**src/rtl/plm_tx_pkg.sv**
```systemverilog
package plm_tx_pkg;

   typedef enum logic [2:0] {
      ST_IDLE,
      ST_WAIT,
      ST_GAP,
      ST_HOLD,
      ST_STOP
   } tx_state_e;

endpackage

```
**src/rtl/plm_turn_timer.sv**
```systemverilog
// Saturating count of unit ticks since the last tag edge.
module plm_turn_timer #(
   parameter int SINCE_W = 10
) (
   input  logic               clk,
   input  logic               rst_n,
   input  logic               unit_tick,
   input  logic               tag_edge,
   output logic [SINCE_W-1:0] since
);
   localparam logic [SINCE_W-1:0] SAT = '1;

   always_ff @(posedge clk or negedge rst_n) begin
      if (!rst_n)
         since <= SAT;
      else if (tag_edge)
         since <= '0;
      else if (unit_tick && since != SAT)
         since <= since + SINCE_W'(1);
   end

   AST_SINCE_MONOTONIC: assert property (@(posedge clk) disable iff (!rst_n)
      !tag_edge |=> since >= $past(since));

endmodule

```
**src/rtl/plm_bit_order.sv**
```systemverilog
// Maps the serial bit index onto the byte buffer, MSB of each byte first.
module plm_bit_order #(
   parameter int MAX_BITS = 160,
   parameter int CNT_W    = 8
) (
   input  logic [MAX_BITS-1:0] frame,
   input  logic [CNT_W-1:0]    idx,
   output logic                bit_val
);
   logic [MAX_BITS-1:0] ser;

   for (genvar n = 0; n < MAX_BITS; n++) begin : g_ord
      assign ser[n] = frame[8*(n/8) + 7 - (n%8)];
   end

   assign bit_val = (idx < CNT_W'(MAX_BITS)) ? ser[idx] : 1'b0;

endmodule

```
**src/rtl/plm_tx_seq.sv**
```systemverilog
// Frame sequencer: wait, gap/body per bit, closing gap.
module plm_tx_seq
   import plm_tx_pkg::*;
#(
   parameter int GAP_UNITS  = 6,
   parameter int ZERO_UNITS = 22,
   parameter int ONE_UNITS  = 28,
   parameter int CNT_W      = 8,
   parameter int UNIT_W     = 5
) (
   input  logic             clk,
   input  logic             rst_n,
   input  logic             unit_tick,
   input  logic             go,
   input  logic [CNT_W-1:0] len_i,
   input  logic             wait_ok,
   input  logic             bit_val,
   output logic [CNT_W-1:0] idx,
   output logic             field_on,
   output logic             ready,
   output logic             done
);
   localparam logic [UNIT_W-1:0] GAP_LAST  = UNIT_W'(GAP_UNITS - 1);
   localparam logic [UNIT_W-1:0] ZERO_LAST = UNIT_W'(ZERO_UNITS - 1);
   localparam logic [UNIT_W-1:0] ONE_LAST  = UNIT_W'(ONE_UNITS - 1);

   tx_state_e         st, nx;
   logic [UNIT_W-1:0] unit, unit_nx, last_unit;
   logic [CNT_W-1:0]  idx_nx;
   logic              done_nx;

   always_comb begin
      nx        = st;
      unit_nx   = unit;
      idx_nx    = idx;
      done_nx   = 1'b0;
      last_unit = bit_val ? ONE_LAST : ZERO_LAST;
      case (st)
         ST_IDLE: if (go) begin
            nx      = ST_WAIT;
            unit_nx = '0;
            idx_nx  = '0;
         end
         ST_WAIT: if (wait_ok) begin
            nx = (len_i == '0) ? ST_STOP : ST_GAP;
         end
         ST_GAP: if (unit_tick) begin
            unit_nx = unit + UNIT_W'(1);
            if (unit == GAP_LAST) nx = ST_HOLD;
         end
         ST_HOLD: if (unit_tick) begin
            if (unit == last_unit) begin
               unit_nx = '0;
               if (idx == len_i - CNT_W'(1)) begin
                  nx = ST_STOP;
               end else begin
                  idx_nx = idx + CNT_W'(1);
                  nx     = ST_GAP;
               end
            end else begin
               unit_nx = unit + UNIT_W'(1);
            end
         end
         ST_STOP: if (unit_tick) begin
            if (unit == GAP_LAST) begin
               unit_nx = '0;
               nx      = ST_IDLE;
               done_nx = 1'b1;
            end else begin
               unit_nx = unit + UNIT_W'(1);
            end
         end
         default: nx = ST_IDLE;
      endcase
   end

   always_ff @(posedge clk or negedge rst_n) begin
      if (!rst_n) begin
         st       <= ST_IDLE;
         unit     <= '0;
         idx      <= '0;
         done     <= 1'b0;
         field_on <= 1'b1;
      end else begin
         st       <= nx;
         unit     <= unit_nx;
         idx      <= idx_nx;
         done     <= done_nx;
         field_on <= !(nx == ST_GAP || nx == ST_STOP);
      end
   end

   assign ready = (st == ST_IDLE);

   AST_IDLE_FIELD_ON: assert property (@(posedge clk) disable iff (!rst_n)
      ready |-> field_on);
   AST_RISE_ON_TICK: assert property (@(posedge clk) disable iff (!rst_n)
      $rose(field_on) |-> $past(unit_tick));
   AST_DONE_SINGLE: assert property (@(posedge clk) disable iff (!rst_n)
      done |=> !done);
   AST_DONE_READY: assert property (@(posedge clk) disable iff (!rst_n)
      done |-> ready && field_on);
   AST_IDX_BOUND: assert property (@(posedge clk) disable iff (!rst_n)
      (st == ST_HOLD) |-> idx < len_i);

endmodule

```
**src/rtl/plm_reader_tx.sv**
```systemverilog
module plm_reader_tx #(
   parameter int MAX_BITS   = 160,
   parameter int GAP_UNITS  = 6,
   parameter int ZERO_UNITS = 22,
   parameter int ONE_UNITS  = 28,
   parameter int ONE_EXTRA  = 16,
   parameter int TURN_W     = 9,
   localparam int CNT_W     = $clog2(MAX_BITS + 1),
   localparam int SINCE_W   = TURN_W + 1,
   localparam int UNIT_W    = $clog2(ONE_UNITS + 1)
) (
   input  logic                clk,
   input  logic                rst_n,
   input  logic                unit_tick,
   input  logic                tag_edge,
   input  logic                tag_bit_one,
   input  logic [TURN_W-1:0]   turn_units,
   input  logic                start,
   input  logic [MAX_BITS-1:0] frame_data,
   input  logic [CNT_W-1:0]    frame_len,
   output logic                ready,
   output logic                field_on,
   output logic                done
);
   if (MAX_BITS % 8 != 0) begin : g_bad_bytes
      $error("MAX_BITS must be a whole number of bytes");
   end
   if (!(GAP_UNITS >= 1 && GAP_UNITS < ZERO_UNITS && ZERO_UNITS < ONE_UNITS)) begin : g_bad_units
      $error("unit lengths must satisfy 1 <= GAP < ZERO < ONE");
   end
   if (ONE_EXTRA >= (1 << TURN_W)) begin : g_bad_extra
      $error("ONE_EXTRA must fit the turnaround width");
   end

   logic [MAX_BITS-1:0] frame_q;
   logic [CNT_W-1:0]    len_q, len_clamped, idx;
   logic [SINCE_W-1:0]  target_q, target_nx, since;
   logic                accept, bit_val, wait_ok;

   assign accept      = start && ready;
   assign len_clamped = (frame_len > CNT_W'(MAX_BITS)) ? CNT_W'(MAX_BITS) : frame_len;
   assign target_nx   = {1'b0, turn_units} + (tag_bit_one ? SINCE_W'(ONE_EXTRA) : '0);
   assign wait_ok     = since >= target_q;

   always_ff @(posedge clk or negedge rst_n) begin
      if (!rst_n) begin
         frame_q  <= '0;
         len_q    <= '0;
         target_q <= '0;
      end else if (accept) begin
         frame_q  <= frame_data;
         len_q    <= len_clamped;
         target_q <= target_nx;
      end
   end

   plm_turn_timer #(.SINCE_W(SINCE_W)) i_timer (
      .clk       (clk),
      .rst_n     (rst_n),
      .unit_tick (unit_tick),
      .tag_edge  (tag_edge),
      .since     (since)
   );

   plm_bit_order #(.MAX_BITS(MAX_BITS), .CNT_W(CNT_W)) i_order (
      .frame   (frame_q),
      .idx     (idx),
      .bit_val (bit_val)
   );

   plm_tx_seq #(
      .GAP_UNITS  (GAP_UNITS),
      .ZERO_UNITS (ZERO_UNITS),
      .ONE_UNITS  (ONE_UNITS),
      .CNT_W      (CNT_W),
      .UNIT_W     (UNIT_W)
   ) i_seq (
      .clk       (clk),
      .rst_n     (rst_n),
      .unit_tick (unit_tick),
      .go        (accept),
      .len_i     (len_q),
      .wait_ok   (wait_ok),
      .bit_val   (bit_val),
      .idx       (idx),
      .field_on  (field_on),
      .ready     (ready),
      .done      (done)
   );

   AST_LEN_HELD: assert property (@(posedge clk) disable iff (!rst_n)
      !ready |=> $stable(len_q) && $stable(frame_q));
   AST_LEN_CLAMP: assert property (@(posedge clk) disable iff (!rst_n)
      len_q <= CNT_W'(MAX_BITS));

endmodule

```
**config.mk**
```make
export PLATFORM = sky130hd
export DESIGN_NAME = plm_reader_tx
export DESIGN_NICKNAME = d
export VERILOG_FILES = /design/src/rtl/plm_tx_pkg.sv /design/src/rtl/plm_turn_timer.sv /design/src/rtl/plm_bit_order.sv /design/src/rtl/plm_tx_seq.sv /design/src/rtl/plm_reader_tx.sv
export SDC_FILE = /design/constraint.sdc
export NUM_CORES = 1
export LEC_CHECK = 0
export BUFFER_PORTS_ARGS = -buffer_cell sky130_fd_sc_hd__buf_2
export CORE_UTILIZATION = 45
export DETAILED_ROUTE_END_ITERATION = 6
export GPL_ROUTABILITY_DRIVEN = 1
export HOLD_SLACK_MARGIN = 0.02
export PLACE_DENSITY = 0.68
export SYNTH_ARGS = -nofsm -noshare
export SYNTH_HDL_FRONTEND = slang
export SYNTH_SLANG_ARGS = --single-unit
```
**constraint.sdc**
```tcl
create_clock -name clk -period 4.2 [get_ports clk]
set_clock_uncertainty 0.15 [all_clocks]
set_input_delay 0 -clock clk [delete_from_list [all_inputs] [get_ports clk]]
set_output_delay 0 -clock clk [all_outputs]
set_load 0.05 [all_outputs]
```
=== Word-level counts from Yosys, hierarchy flattened ===
Index checks and enable logic that the tools add are counted.

* Register bits: 206

* Add/subtract/negate cells: 5
* Order comparisons: 4
* Equal/unequal tests: 16
* Muxes and demuxes: 34
* Reductions and logical operators: 11

{| class="wikitable"
|+ Operator list
! operator !! count
|-
| $mux W8 || 5
|-
| $mux W5 || 7
|-
| $mux W3 || 10
|-
| $mux W10 || 2
|-
| $pmux W5 S4 || 1
|-
| $pmux W8 S2 || 1
|-
| $pmux W3 S5 || 1
|-
| $add A10 B1 Y10 const B || 1
|-
| $add A9 B5 Y10 || 1
|-
| $ge A10 B10 Y1 || 1
|-
| $ne A10 B10 Y1 const B || 1
|-
| $reduce_and A5 Y1 || 2
|-
| $eq A3 B2 Y1 const B || 3
|-
| $lt A8 B9 Y1 const B || 1
|-
| $add A8 B1 Y8 const B || 1
|-
| $bmux W1 S8 || 1
|-
| $eq A8 B8 Y1 || 1
|-
| $gt A8 B8 Y1 const B || 1
|-
| $logic_not A8 Y1 || 1
|-
| $lt A8 B8 Y1 const B || 1
|-
| $ne A2 B2 Y1 const B || 4
|-
| $sub A8 B1 Y8 const B || 1
|-
| $eq A3 B3 Y1 const B || 2
|-
| $add A5 B1 Y5 const B || 1
|-
| 12 further kinds || 19
|}

=== Depth between registers and ports, before layout ===
Gate-level depths: netlist of the first run.

* Depth after elaboration: 11
* Depth in mapped cells: 13
* Gate-level depth less buffers: 11

=== Cells and area by module ===
Synthesis of the first run repeated with hierarchy kept, for this count alone.

* Cell total of the unflattened synthesis: 749
* Area total of the unflattened synthesis: 10706.5 um^2

{| class="wikitable"
|+ By module, submodules not included
! module !! instances !! cells an instance !! area an instance (um^2) !! sequential area each (um^2)
|-
| plm_reader_tx || 1 || 436 || 7383.3 || 4454.3
|-
| plm_bit_order || 1 || 108 || 1411.4 || 0.0
|-
| plm_tx_seq || 1 || 150 || 1362.6 || 451.7
|-
| plm_turn_timer || 1 || 55 || 549.3 || 262.8
|}

=== Worst setup path before layout of the first run ===
No wires, ideal clock.

* Path type: flip-flop to flip-flop
* From: register i_seq.idx[0]
* To: register i_seq.idx[6]
* Setup time: 123 ps
* Arrival time: 2801 ps
* Data required time: 3927 ps
* Slack: 1126 ps
* Cell stages (with the launch flop): 13
* Period minus slack after synthesis: 3074 ps
* Cell sequence: dfrtp_1 buf_6 buf_6 mux4_2 mux2i_1 nor2_1 o311ai_1 a221oi_2 or4_4 a21oi_4 buf_6 nand4_1 mux2i_1

* Word-level cells in the longest chain between the ends: 7
* Elaborated cells on any way between the ends: 15
* Classes of those cells: 1 x add/sub; 1 x order compare; 4 x eq/ne; 8 x mux; 1 x reduce/logical

{| class="wikitable"
|+ RTL lines
! what !! RTL line !! text
|-
| start: declaration || plm_tx_seq.sv:18 || <nowiki>output logic [CNT_W-1:0] idx,</nowiki>
|-
| start signal: assignment || plm_tx_seq.sv:87 || <nowiki>idx <= idx_nx;</nowiki>
|-
| $bmux W1 S8 || plm_bit_order.sv:16 || <nowiki>assign bit_val = (idx < CNT_W'(MAX_BITS)) ? ser[idx] : 1'b0;</nowiki>
|-
| $mux W1 (not written as such) || plm_bit_order.sv:16 ||
|-
| $mux W1 || plm_bit_order.sv:16 ||
|-
| $mux W4 || plm_tx_seq.sv:37 || <nowiki>last_unit = bit_val ? ONE_LAST : ZERO_LAST;</nowiki>
|-
| $eq A5 B5 Y1 || plm_tx_seq.sv:52 || <nowiki>if (unit == last_unit) begin</nowiki>
|-
| $ne A2 B1 Y1 (no source line) || n/a ||
|-
| $reduce_and A5 Y1 (no source line) || n/a ||
|}

Parallel ways exist; a longest one is shown, timed or not. The select of a mux whose other input is x is not followed.
A chain may end at the register's enable or synchronous reset.

=== Final worst setup path of the first run ===
* From: register i_seq.idx[0]
* To: register i_seq.idx[0]

The elaborated chain is that of the path after synthesis.

==> results of run 1 <==
## worst max-delay path, stage by stage (launching register included)
cell	delay, ns
dfrtp_4	0.72
buf_12	0.26
mux4_2	0.51
mux4_2	0.48
nand2_1	0.08
a2111oi_0	0.15
or4_4	0.46
a21oi_4	0.36
nand2_1	0.17
mux2i_1	0.15
## synthesized netlist by cell type (3+ instances only)
master,instances,area (um^2)
nand4_1,12,75.1
buf_2,10,50.1
clkbuf_1,46,173
inv_1,22,82.6
mux4_2,36,811
buf_6,3,33.8
xnor2_1,11,96.3
buf_1,3,11.3
and2_1,3,18.8
ha_1,17,213
nor2_1,30,113
a31oi_1,6,37.5
a211oi_1,3,22.5
o211ai_1,3,22.5
or2_2,3,18.8
o21ai_0,18,90.1
dfstp_2,11,289
nand2_1,532,2000
a22oi_1,4,30.0
a21oi_1,17,85.1
xor2_1,10,87.6
nand2b_1,6,37.5
dfrtp_1,195,4880
o221ai_1,3,26.3
nor2b_1,5,31.3
and3_1,4,25.0
nor3_1,7,35.0
nand3_1,14,70.1
mux2i_1,24,240
or3_1,6,37.5
## cell type report
type,instances,area [um^2]
clock inverter,6,57.6
sequential,206,5170
fill,1708,7700
antenna,1,2.50
multi-input combinational,819,4640
clock buffer,34,657
tap,280,350
timing repair buffer,426,3360
inverter,22,82.6
## sequential cells by signal, indices dropped and copies added, names as in the netlist
name	cells
target_q	10
i_seq.st	3
i_seq.done	1
i_timer.since	10
i_seq.field_on	1
frame_q	160
i_seq.idx	8
i_seq.unit	5
len_q	8
## logic make-up after synthesis
group,share of synthesized area
multiplexers,0.104
buffers and inverters,0.0390
XOR/XNOR,0.0180
flip-flops,0.507
AO/OA/AOI/OAI,0.0568
AND/OR/NAND/NOR,0.254
adder cells (fa/ha/maj),0.0209
## worst min-delay path by stage
| stage | endpoint | slack (ns) | depth (start not counted) |
|---|---|---|---|
| 6_report | frame_q[96] | 0.06 | 4 |
| 5_1_grt | frame_q[104] | 0.08 | 4 |
| 4_1_cts | frame_q[104] | 0.04 | 4 |
| 3_5_place_dp | frame_q[153] | -0.05 | 1 |
| 3_3_place_gp | frame_q[153] | -0.05 | 1 |
| 2_1_floorplan | frame_q[0] | -0.45 | 0 |
## layer usage
metal	global-route usage	vias up	wire (um)
met5	0	-	0
met4	0.108	0	1230
met3	0.0429	89	1540
met2	0.453	310	14900
met1	0.342	4458	12600
li1	-	4437	-
## through the flow
stage / util / hold WS, ns / setup WS (ns)
after CTS: 0.650 / 0.0418 / 0.526
final: 0.650 / 0.0559 / 0.548
after global routing: 0.650 / 0.0817 / 0.345
after detailed placement: 0.514 / -0.0488 / 0.532
after floorplan: - / -0.446 / 1.13
after global placement: 0.514 / -0.0508 / 0.594
## report_power, final
part           leakage [nW]  internal [W]  switching (W)  total, W
combinational          4.04       0.00112        0.00127   0.00239
sequential             2.56       0.00282       0.000578   0.00340
clock                 0.350       0.00114       0.000794   0.00193
total                  6.94       0.00508        0.00264   0.00772
==> impl_results.md, run 1 <==
- Run status: finished clean
- Number of I/O pins: approximately 190
- Core ar.: between 0.02 and 0.025 mm^2
- Post-route DRC: 0
- Largest net degree at the start of global routing: 107
- Async set-reset flop share out of synthesis: 1.00
- Critical Path Source Type: flop
- Setup CP Type: flop to flop
- Area delta synth->final: 40.5%
- Post-synth EDFFs: 0
- Die span in x: between 150 and 200 um
- Worst-path clk slew: 0.06 ns
- Buffers on Ports: approximately 190
- DIE AREA: 0.0233 mm^2
- Sequential area share after synthesis: 0.507
- CP required: around 4.4 ns
- Critical Path AT: 3.87 ns
- Post-CTS resize count: 0
- Sum Neg Setup Slack: 0 ns
- CP Capture Type: flop
- Total track usage: 0.267
- Hold path start: frame_data[96]
- FP Rows: 54
- Leak pwr: slightly below 7 nW
- Clk root buf: clkbuf_16
- Postcts setup bufs: 0
- GRT overflow: 0
- Clock sinks: roughly 200
- Reg-to-Reg End: i_seq.idx[0]
- Yosys warns: 0
- PwrDens: 539 mW/mm^2
- DP HPWL: 18200 um
- First-pass GRT wire length: 49500 um
- Slew @ Worst Pin: 0.925 ns
- Hold Violations, Final: 0
- CTS Buffer Depth: 3
- Flop2flop setup slack: between 0.5 and 0.6 ns
- Slew headroom: 0.383
- Peak supply drop: 0.254 mV
- Placed cells: 1525
- H-tree depth: 1
- Cells after synthesis: 1112
- Max-slew violations: 0
- Share of layout cells above drive strength 1: 0.197
- # setup viols final: 0
- Mapped Nets: 1312
- Vias in the first global route: 9773
- Min Tclk post-route: about 3.7 ns
- Worst R2R Start: i_seq.idx[0]
- Crit path launch: i_seq.idx[0]
- Hold_buf cts: 228
- TritonRoute pass-1 iters: 7
- Fin crit share: 0.870
- Main synth FF type: dfrtp_1
- Design area: 0.0143 mm^2
- HP Class: input pin to flop
- Most frequent cells in the layout: nand2_1, dlygate4sd3_1, dfrtp_1
- Mean Syn Cell Area: 9.17 um^2
- DRT iter0 DRCs: 599
- Synthesized area: around 0.010 mm^2
- DR WL/cell: approximately 17 um
- Final wirelength: around 30000 um
- R2R cell count: 9
- Library cells used by synthesis: 64
- Vias/cell: 5.18
- Routed Antenna Nets: 0
- CTS tree: done
- F_max: 274 MHz
- RD Place Congestion: 0.838
- Synth Register Bits: 206
- Max-cap viol count: 0
- RSZ-0062 raised after global routing: no
- Worst-Skew Late Latency: 0.51 ns
- Post-Layout Cell Count: ~1800
- Area after DPL: about 0.011 mm^2
- CTS buffer count: 22
- Commonest non-fill, non-tap cell in the layout: nand2_1
- Via count: 9294
- Power, Total: 0.00772 W
- Critical Path Sink: i_seq.idx[0]
- Die Ht: around 150 um
- Initial antenna violation count: 0
- Nets: about 1700
- Crit path max fanout: 27
- Initial core utilization: 0.463
Power figures use the tool's default switching activity.
==> run 2, diff against run 1 <==
CTS_CLUSTER_SIZE = 14   (was not set)
REMOVE_ABC_BUFFERS = 1   (was not set)
SLEW_MARGIN = 40   (was not set)
==> impl_results.md, run 2 (same netlist as run 1, synthesis figures left out) <==
- Register bank with the most flops: frame_q
- # setup viols final: 0 (unchanged)
- Min Hold Slack: 0.0427 ns (-0.0133 ns)
- Buffers on Ports: 185 (unchanged)
- Max FFs per register: 160 (unchanged)
- Initial antenna violation count: 0 (unchanged)
- Commonest non-fill, non-tap cell in the layout: nand2_1
- Final wirelength: 29100 um (-4.0%)
- Core ar.: 0.0220 mm^2 (unchanged)
- Fin crit share: 0.895 (+0.0254)
- Peak supply drop: 0.330 mV (+30%)
- Top flop regs: frame_q (160), i_timer.since (10), target_q (10)
- Critical Path Source Type: flop
- Vias in the first global route: 9682 (-0.93%)
- Initial core utilization: 0.463 (unchanged)
- Ant diodes: 0 (-1)
- Max-slew violations: 0 (unchanged)
- Total track usage: 0.262 (-0.00507)
- Clk root buf: clkbuf_16
- Slew @ Worst Pin: 0.757 ns (-0.168 ns)
- RSZ-0062 raised after global routing: no
- Setup WS post-layout: 0.441 ns (-0.107 ns)
- Leak pwr: 6.98 nW (+0.48%)
- Worst-path clk slew: 0.06 ns (about the same)
- Hold_buf cts: 225 (-1.3%)
- Worst-Skew Late Latency: 0.53 ns (+0.02 ns)
- Postcts setup bufs: 0 (unchanged)
- CTS Buffer Depth: 3 (unchanged)
- Die span in x: 153 um (unchanged)
- Post-Layout Cell Count: 1787 (-0.39%)
- Min Tclk post-route: 3.76 ns (+0.107 ns)
- RD Place Congestion: 0.805 (-3.9%)
- DIE AREA: 0.0233 mm^2 (unchanged)
- DP HPWL: 17700 um (-3.0%)
- CP required: 4.48 ns (+0.06 ns)
- Vias/cell: 5.18 (about the same)
- DRT iter0 DRCs: 633 (+5.7%)
- CTS buffer count: 23 (+4.5%)
- Clock sinks: 206 (unchanged)
- Nets: 1692 (-0.29%)
- Most frequent cells in the layout: nand2_1, dlygate4sd3_1, dfrtp_1
- Post-route DRC: 5 (+5)
- FP Rows: 54 (unchanged)
- Power, Total: 0.00784 W (+1.6%)
- PwrDens: 546 mW/mm^2 (+1.2%)
- Crit path launch: i_seq.idx[0]
- CTS tree: done
- First-pass GRT wire length: 48600 um (-1.7%)
- CP Capture Type: flop
- Number of I/O pins: 186 (unchanged)
- Run status: complete, but fails checks
- Sum Neg Setup Slack: 0 ns (unchanged)
- Worst slack at placement: 0.474 ns (-0.0576 ns)
- Crit path max fanout: 30 (+11%)
- Placed cells: 1522 (-0.20%)
- Post-CTS resize count: 0 (unchanged)
- Via count: 9252 (-0.45%)
- Die Ht: 153 um (unchanged)
- Max-cap viol count: 0 (unchanged)
- Largest net degree at the start of global routing: 110 (+2.8%)
- HP Class: input pin to flop
- Critical Path AT: 4.04 ns (+0.17 ns)
- Hold Violations, Final: 0 (unchanged)
- Fill cells: 1715 (+0.41%)
- Routed Antenna Nets: 0 (unchanged)
- H-tree depth: 1 (unchanged)
- F_max: 266 MHz (-2.8%)
- TritonRoute pass-1 iters: 7 (unchanged)
- Area delta synth->final: 41.0%
- Worst R2R Start: i_seq.idx[0]
- Share of layout cells above drive strength 1: 0.197 (about the same)
- DR WL/cell: 16.3 um (-3.6%)
- GRT overflow: 0 (unchanged)
- Hold path start: frame_data[21]
- Setup CP Type: flop to flop
- Slew headroom: 0.496 (+0.112)
- Violated checks: DRC
==> run 2: cell count changes in the layout (fill, tap and decap cells not counted), moves of 2 or more <==
cell           delta
buf_4             -5
bufinv_16         +2
clkbuf_8          -2
dlygate4sd3_1     -3
==> run 2: final cells by class <==
type                       instances  area (um^2)  area share
tap                              280          350      0.0244
clock inverter                     7          125     0.00870
clock buffer                      33          643      0.0447
timing repair buffer             420         3350       0.233
inverter                          22         82.6     0.00574
multi-input combinational        819         4650       0.323
sequential                       206         5170       0.360
==> run 2: per-stage QoR <==
| step | area (um^2) | utilization |
|---|---|---|
| 2_1_floorplan | 9880 | - |
| 3_3_place_gp | 11300 | 0.513 |
| 3_5_place_dp | 11300 | 0.514 |
| 4_1_cts | 14400 | 0.652 |
| 5_1_grt | 14400 | 0.653 |
| 6_report | 14400 | 0.653 |
==> run 2: metal layers <==
layer	share of wire	track usage
met3	0.052	0.0410
met5	0	0
met1	0.42	0.345
met2	0.49	0.438
met4	0.035	0.0986
==> run 2: path summary, 6_finish.rpt <==
path	slack, ns	to	cells after the start
worst min-delay path	0.04	frame_q[21]	4
worst max register to register	0.44	i_seq.idx[1]	10
max in group asynchronous	2.83	len_q[3]	4
worst min register to register	0.33	frame_q[38]	2
worst max-delay path	0.44	i_seq.idx[1]	10
min in group asynchronous	0.50	i_timer.since[5]	3
==> run 2: worst max-delay path, stage by stage, from the launching register on <==
cell	delay [ns]
dfrtp_4	0.81
buf_12	0.26
mux4_2	0.50
or2_0	0.21
a31oi_1	0.14
o221a_2	0.21
a221oi_2	0.08
or4_4	0.52
a21oi_4	0.37
nand2_1	0.17
mux2i_1	0.21
==> run 2: power breakdown <==
part / leakage [nW] / switching [W] / internal [W]
Combinational: 4.04 / 0.00124 / 0.00114
Clock: 0.377 / 0.000820 / 0.00125
Sequential: 2.55 / 0.000570 / 0.00283
